`src/rtl/oat_pkg.sv`:
```
package oat_pkg;

    localparam int ADDR_W     = 64;
    localparam int REG_W      = 32;
    localparam int PAGE_LSB   = 12;
    localparam int SZC_W      = 6;
    localparam int STRIDE_LSB = 5;   // 32-byte spacing between entries

    typedef enum logic [2:0] {
        W_SRC_LO = 3'd0,
        W_SRC_HI = 3'd1,
        W_DST_LO = 3'd2,
        W_DST_HI = 3'd3,
        W_PARAM  = 3'd4
    } oat_word_e;

    typedef struct packed {
        logic                         en;
        logic [SZC_W-1:0]             szc;
        logic [ADDR_W-1:PAGE_LSB]     src_page;
        logic [ADDR_W-1:PAGE_LSB]     dst_page;
        logic [REG_W-1:0]             param;
    } oat_entry_t;

    // Bits that come from the lookup address: positions 0..N
    function automatic logic [ADDR_W-1:0] offset_mask(input logic [SZC_W-1:0] szc);
        logic [ADDR_W-1:0] m;
        for (int i = 0; i < ADDR_W; i++) begin
            m[i] = (i <= int'(szc));
        end
        return m;
    endfunction

    function automatic logic [ADDR_W-1:0] page_addr(input logic [ADDR_W-1:PAGE_LSB] p);
        return {p, {PAGE_LSB{1'b0}}};
    endfunction

endpackage

```
`src/rtl/oat_regdec.sv`:
```
module oat_regdec
    import oat_pkg::*;
#(
    parameter int NUM_ENTRIES = 8,
    parameter int CFG_AW      = 12,
    parameter int TABLE_BASE  = 'h800
) (
    input  logic                   cfg_we_i,
    input  logic [CFG_AW-1:0]      cfg_addr_i,
    output logic [NUM_ENTRIES-1:0] ent_we_o,
    output oat_word_e              word_o
);
    localparam int IDX_W = $clog2(NUM_ENTRIES);
    localparam int SPAN  = NUM_ENTRIES << STRIDE_LSB;

    logic [CFG_AW-1:0] rel;
    logic              in_tbl;
    logic              word_ok;
    logic [2:0]        word_idx;
    logic [IDX_W-1:0]  sel;

    always_comb begin
        rel      = cfg_addr_i - CFG_AW'(TABLE_BASE);
        in_tbl   = (cfg_addr_i >= CFG_AW'(TABLE_BASE)) && (32'(rel) < 32'(SPAN));
        word_idx = rel[STRIDE_LSB-1:2];
        word_ok  = (rel[1:0] == 2'b00) && (word_idx <= 3'd4);
        sel      = rel[STRIDE_LSB +: IDX_W];
        word_o   = oat_word_e'(word_idx);
        ent_we_o = '0;
        if (cfg_we_i && in_tbl && word_ok) begin
            ent_we_o[sel] = 1'b1;
        end
    end
endmodule

```
`src/rtl/oat_entry.sv`:
```
module oat_entry
    import oat_pkg::*;
(
    input  logic              clk_i,
    input  logic              rst_i,
    input  logic              wr_en_i,
    input  oat_word_e         wr_word_i,
    input  logic [REG_W-1:0]  wr_data_i,
    input  logic [ADDR_W-1:0] lk_addr_i,
    output logic              hit_o,
    output logic [ADDR_W-1:0] xaddr_o,
    output logic [REG_W-1:0]  param_o
);
    oat_entry_t        ent;
    logic [ADDR_W-1:0] keep;
    logic              unused_rsvd;

    assign unused_rsvd = ^wr_data_i[PAGE_LSB-1:SZC_W+1];

    always_ff @(posedge clk_i) begin
        if (rst_i) begin
            ent <= '0;
        end else if (wr_en_i) begin
            case (wr_word_i)
                W_SRC_LO: begin
                    ent.en                         <= wr_data_i[0];
                    ent.szc                        <= wr_data_i[SZC_W:1];
                    ent.src_page[REG_W-1:PAGE_LSB] <= wr_data_i[REG_W-1:PAGE_LSB];
                end
                W_SRC_HI: ent.src_page[ADDR_W-1:REG_W] <= wr_data_i;
                W_DST_LO: ent.dst_page[REG_W-1:PAGE_LSB] <= wr_data_i[REG_W-1:PAGE_LSB];
                W_DST_HI: ent.dst_page[ADDR_W-1:REG_W] <= wr_data_i;
                W_PARAM:  ent.param <= wr_data_i;
                default:  ;
            endcase
        end
    end

    always_comb begin
        keep    = offset_mask(ent.szc);
        hit_o   = ent.en && (((lk_addr_i ^ page_addr(ent.src_page)) & ~keep) == '0);
        xaddr_o = (page_addr(ent.dst_page) & ~keep) | (lk_addr_i & keep);
        param_o = ent.param;
    end
endmodule

```
`src/rtl/oat_pick.sv`:
```
module oat_pick
    import oat_pkg::*;
#(
    parameter int NUM_ENTRIES = 8,
    localparam int IDX_W      = $clog2(NUM_ENTRIES)
) (
    input  logic [NUM_ENTRIES-1:0]             hit_i,
    input  logic [NUM_ENTRIES-1:0][ADDR_W-1:0] xaddr_i,
    input  logic [NUM_ENTRIES-1:0][REG_W-1:0]  param_i,
    output logic [NUM_ENTRIES-1:0]             grant_o,
    output logic                               any_o,
    output logic [IDX_W-1:0]                   idx_o,
    output logic [ADDR_W-1:0]                  addr_o,
    output logic [REG_W-1:0]                   param_o
);
    always_comb begin
        grant_o = '0;
        any_o   = 1'b0;
        idx_o   = '0;
        addr_o  = '0;
        param_o = '0;
        // walk downwards so the lowest hitting index is assigned last
        for (int k = NUM_ENTRIES - 1; k >= 0; k--) begin
            if (hit_i[k]) begin
                grant_o    = '0;
                grant_o[k] = 1'b1;
                any_o      = 1'b1;
                idx_o      = IDX_W'(k);
                addr_o     = xaddr_i[k];
                param_o    = param_i[k];
            end
        end
    end
endmodule

```
`src/rtl/oat_xlate_table.sv`:
```
module oat_xlate_table
    import oat_pkg::*;
#(
    parameter int NUM_ENTRIES = 8,
    parameter int CFG_AW      = 12,
    parameter int TABLE_BASE  = 'h800,
    localparam int IDX_W      = $clog2(NUM_ENTRIES)
) (
    input  logic              clk_i,
    input  logic              rst_i,
    input  logic              cfg_we_i,
    input  logic [CFG_AW-1:0] cfg_addr_i,
    input  logic [REG_W-1:0]  cfg_wdata_i,
    input  logic              lk_valid_i,
    input  logic [ADDR_W-1:0] lk_addr_i,
    output logic              res_valid_o,
    output logic              res_hit_o,
    output logic              res_miss_o,
    output logic [IDX_W-1:0]  res_idx_o,
    output logic [ADDR_W-1:0] res_addr_o,
    output logic [REG_W-1:0]  res_param_o
);
    logic [NUM_ENTRIES-1:0]             ent_we;
    oat_word_e                          wr_word;
    logic [NUM_ENTRIES-1:0]             ent_hit;
    logic [NUM_ENTRIES-1:0][ADDR_W-1:0] ent_xaddr;
    logic [NUM_ENTRIES-1:0][REG_W-1:0]  ent_param;
    logic [NUM_ENTRIES-1:0]             pick_grant;
    logic                               pick_any;
    logic [IDX_W-1:0]                   pick_idx;
    logic [ADDR_W-1:0]                  pick_addr;
    logic [REG_W-1:0]                   pick_param;

    logic              valid_q;
    logic              hit_q;
    logic [IDX_W-1:0]  idx_q;
    logic [ADDR_W-1:0] addr_q;
    logic [REG_W-1:0]  param_q;

    oat_regdec #(
        .NUM_ENTRIES (NUM_ENTRIES),
        .CFG_AW      (CFG_AW),
        .TABLE_BASE  (TABLE_BASE)
    ) dec_i (
        .cfg_we_i   (cfg_we_i),
        .cfg_addr_i (cfg_addr_i),
        .ent_we_o   (ent_we),
        .word_o     (wr_word)
    );

    for (genvar g = 0; g < NUM_ENTRIES; g++) begin : g_ent
        oat_entry ent_i (
            .clk_i     (clk_i),
            .rst_i     (rst_i),
            .wr_en_i   (ent_we[g]),
            .wr_word_i (wr_word),
            .wr_data_i (cfg_wdata_i),
            .lk_addr_i (lk_addr_i),
            .hit_o     (ent_hit[g]),
            .xaddr_o   (ent_xaddr[g]),
            .param_o   (ent_param[g])
        );
    end

    oat_pick #(.NUM_ENTRIES(NUM_ENTRIES)) pick_i (
        .hit_i   (ent_hit),
        .xaddr_i (ent_xaddr),
        .param_i (ent_param),
        .grant_o (pick_grant),
        .any_o   (pick_any),
        .idx_o   (pick_idx),
        .addr_o  (pick_addr),
        .param_o (pick_param)
    );

    always_ff @(posedge clk_i) begin
        if (rst_i) begin
            valid_q <= 1'b0;
            hit_q   <= 1'b0;
            idx_q   <= '0;
            addr_q  <= '0;
            param_q <= '0;
        end else begin
            valid_q <= lk_valid_i;
            if (lk_valid_i) begin
                hit_q   <= pick_any;
                idx_q   <= pick_idx;
                addr_q  <= pick_any ? pick_addr : lk_addr_i;
                param_q <= pick_param;
            end
        end
    end

    assign res_valid_o = valid_q;
    assign res_hit_o   = valid_q & hit_q;
    assign res_miss_o  = valid_q & ~hit_q;
    assign res_idx_o   = idx_q;
    assign res_addr_o  = addr_q;
    assign res_param_o = param_q;
endmodule

```
`config.mk`:
```
export PLATFORM = sky130hd
export DESIGN_NAME = oat_xlate_table
export DESIGN_NICKNAME = d
export VERILOG_FILES = /design/src/rtl/oat_pkg.sv /design/src/rtl/oat_regdec.sv /design/src/rtl/oat_entry.sv /design/src/rtl/oat_pick.sv /design/src/rtl/oat_xlate_table.sv
export SDC_FILE = /design/constraint.sdc
export NUM_CORES = 2
export LEC_CHECK = 0
export ABC_AREA = 1
export BUFFER_PORTS_ARGS = -buffer_cell sky130_fd_sc_hd__buf_2
export CAP_MARGIN = 20
export CORE_MARGIN = 2
export CORE_UTILIZATION = 35
export DETAILED_ROUTE_END_ITERATION = 12
export GPL_ROUTABILITY_DRIVEN = 0
export PLACE_DENSITY = 0.54
export SYNTH_ARGS = -nofsm -noshare
export SYNTH_HDL_FRONTEND = slang
export SYNTH_SLANG_ARGS = --single-unit
```
`constraint.sdc`:
```
create_clock -name clk_i -period 3.2 [get_ports clk_i]
set_clock_uncertainty 0.15 [all_clocks]
set_input_delay 0.32 -clock clk_i [delete_from_list [all_inputs] [get_ports clk_i]]
set_output_delay 0.32 -clock clk_i [all_outputs]
set_load 0.01 [all_outputs]
```
==> summary.txt <==
Status
  • Status: complete, but fails checks
  • Failing checks: negative setup slack

Routing
  • First-pass iteration count of the detailed router: 10
  • Final wirelength: roughly 370000 µm
  • ANT nets after route: 0
  • Drt drc: 0
  • Vias/cell: 5.80
  • DR iter-0 viols: around 11000
  • Routed wire per std cell: between 20 and 30 µm
  • Routed vias: 76500

Worst setup path
  • Crit path DAT: 4.27 ns
  • Cells along the critical path: buf_8, inv_8, o21ai_4, buf_4, nand2_1, nand2_1, nand3_1, nor2_2, nand4_1, nor2_4, nand3_4, buf_12, buf_12, buf_12, buf_12, buf_12, clkbuf_16, o21ai_4, a21oi_2, o21ai_2, a31oi_1
  • R2r worst-path depth: 21
  • CP max stage cell: dfxtp_2
  • Startpoint Class: flop
  • Critical setup path kind: reg -> reg
  • Worst path buffer plus inverter count: 9
  • Crit Path Max Fanout: 7
  • Setup crit end kind: flop
  • CP max stage delay: roughly 0.35 ns
  • Worst Path Required: ~3.8 ns
  • Flop2flop setup slack: -0.52 ns
  • Worst r2r src: g_ent[5].ent_i.ent[141]
  • CP top delay family: buffers and inverters
  • Worst path most repeated cell: buf_12
  • R2R Path End: res_param_o[3]

Pwr
  • Switching share of power: around 28%
  • Power share of the clock group: between 40% and 50%
  • Gate power share: around 8.6%
  • Peak VDD IR: roughly 0.51 mV
  • Pwr dens: slightly above 400 nW/µm²
  • Switch Pwr: 10.2 mW
  • Flop pwr share: a little over two fifths
  • Internal: 26.8 mW
  • Final Total Pwr: 36.9 mW
  • Leakage: just under 40 nW

Synthesis
  • Ys flop type: dfxtp_1
  • Yosys cell types: 58
  • EDFF count, synth: 0
  • Seq cells post-synth: between 1000 and 1500
  • Syn Area/Cell: 6.75 µm²
  • Cells after Synth: 9380
  • Async S/R FF share, synth: 0%
  • Post-Syn Area: roughly 63000 µm²
  • Synth warn: 0
  • Post-synthesis sequential area ratio: about two fifths
  • Post-synthesis net count: roughly 9500

STA
  • Min Clock Period, post-route: 3.72 ns
  • Fin. Hold Viols: 0
  • Final Max Tran Viols: 0
  • RSZ-0062 raised after global routing: true
  • Post-route clock period utilization: 116%
  • Worst slew margin: between 15 and 20%
  • Fmax: around 270 MHz
  • Actual slew at the worst max-slew pin: between 1 and 1.5 ns
  • PnR worst setup slack: -0.516 ns
  • Setup TNS: -33.24 ns
  • Final setup viols: 88

Finish
  • Commonest cells after routing, fill and taps aside: 1692 x nand2_1, 1607 x o21ai_0, 1420 x a21oi_1
  • Fin area: roughly 90000 µm²
  • Layout cell share with drive strength beyond 1: a little under 30%
  • Layout Cells excl Fill: about 13000
  • Commonest non-fill, non-tap cell in the layout: nand2_1
  • # fillers: 17500
  • Final nets: 10800
  • P&R area growth vs syn: 42.1%

Clock network
  • CTS clk-pin slew, worst paths: 0.06 ns
  • Clock tree from TritonCTS: yes
  • H-tree depth: 4
  • Clock Sinks: about 1200
  • Clock tree buffer depth: 3
  • Clock Latency Late Sink: approximately 0.87 ns
  • Clock buffer count from CTS: 148
  • CTS root buf: clkbuf_16

Placed design
  • Cell Area, Placed: between 70000 and 80000 µm²
  • Detailed Place HPWL: about 260000 µm
  • PortBufs: 213
  • Placed Cells: 12700

Global routing
  • Initial antenna violation count: 14
  • Global-route usage over all layers: 37.2%
  • First-pass GRT wire length: roughly 500000 µm
  • Vias in the first global route: slightly below 70000
  • Remaining Overflow, GRT: 0
  • Largest net degree at the start of global routing: around 150

Worst hold path
  • Hold crit path type: in -> reg
  • Worst Hold Path EP: g_ent[0].ent_i.param_o[12]
  • Hold Path Depth: 4
  • Hold path startpoint: cfg_wdata_i[12]

Floorplan
  • FP Rows: ~160
  • Die Span Y: 429 µm
  • Die W: ~430 µm
  • Initial Util: a little over a third
  • IO Pins: approximately 210
  • Die area: ~180000 µm²
  • CORE AREA: 180000 µm²

Job
  • Max Cap Viol: 0
worst register-to-register path: cells and delay by family (launching register included):
kind	cells	cell delay, ns
AO/OA/AOI/OAI	5	0.77
buffers and inverters	9	1.31
flip-flops	1	0.35
AND/OR/NAND/NOR	7	1.01
metrics by stage:
stage	setup WS [ns]	utilization (%)	hold WS, ns
3_3_place_gp	-1.12	43.0	0.297
5_1_grt	-0.510	49.9	0.0442
3_5_place_dp	-1.11	43.0	0.300
6_report	-0.516	49.9	0.0505
2_1_floorplan	0.484	-	0.305
4_1_cts	-0.243	47.8	0.00100
area by class of cell:
type,instances,area (µm²),area share (%)
flip-flops and latches,1245,25000,27.8
repair buffers,1925,17300,19.3
multi-input cells,6887,37500,41.6
clock inverters,59,938,1.04
well taps,2370,2970,3.29
inverters,500,2010,2.24
diodes,7,17.5,0.0195
clock buffers,207,4220,4.68
timing repair:
item / CTS / global route
hold buffers: 40 / 0
endpoints found under the setup margin: 88 / 88
setup buffers: 72 / 94
gates resized for setup: 647 / 672
pin swaps: 88 / 263
cloned: 16 / 21
endpoints found under the hold margin: 552 / 0
layer usage:
| layer | global-route usage [%] | wire length (µm) |
|---|---|---|
| met5 | 0 | 35 |
| met4 | 28.3 | 34400 |
| met3 | 11.1 | 44700 |
| met2 | 53.7 | 148000 |
| met1 | 46.5 | 139000 |
power groups by stage:
stage | Clock [mW] | Sequential (mW) | Combinational, mW
2_1_floorplan | 0 | 16.0 | 1.08
3_3_place_gp | 0 | 16.0 | 2.90
3_5_place_dp | 0 | 16.0 | 2.89
4_1_cts | 18.2 | 15.6 | 2.98
5_1_grt | 18.8 | 15.6 | 3.17
6_report | 18.1 | 15.6 | 3.19
Yosys cell counts, drive strengths merged, types with 55 or more instances:
| master | count | area, µm² |
|---|---|---|
| buf | 155 | 810 |
| nand4 | 64 | 407 |
| nor2 | 522 | 2020 |
| a31oi | 55 | 344 |
| or2 | 97 | 607 |
| a21oi | 1510 | 7560 |
| inv | 487 | 1830 |
| o21ai | 1861 | 9330 |
| o211ai | 57 | 428 |
| xor2 | 276 | 2420 |
| clkbuf | 593 | 2230 |
| nand2 | 1969 | 7410 |
| dfxtp | 1245 | 24900 |
| nand3 | 273 | 1370 |
worst max-delay path by stage:
stage / end / depth (start not counted) / slack [ns] / start
6_report: res_param_o[3] / 21 / -0.52 / g_ent[5].ent_i.ent[141]
5_1_grt: res_param_o[3] / 22 / -0.51 / g_ent[5].ent_i.ent[141]
4_1_cts: res_addr_o[55] / 27 / -0.24 / g_ent[4].ent_i.ent[139]
3_5_place_dp: res_addr_o[55] / 21 / -1.11 / g_ent[5].ent_i.ent[139]
3_3_place_gp: res_addr_o[54] / 21 / -1.12 / g_ent[5].ent_i.ent[139]
2_1_floorplan: res_addr_o[30] / 15 / 0.48 / lk_addr_i[58]
cells by family after synthesis:
kind of cell	share of synthesized area (%)
AOI/OAI and AO/OA	28.7
and+or+nand+nor	19.2
buffers and inverters	7.76
DFF	39.3
xor gates and xnor gates	4.52
muxes	0.401
flip-flops by register name (all words and copies together) (netlist names):
signal               flops
g_ent.ent_i.ent        888
g_ent.ent_i.param_o    256
hit_q                    1
res_addr_o              64
res_idx_o                3
res_param_o             32
res_valid_o              1
(Power assumes the default switching activity.)
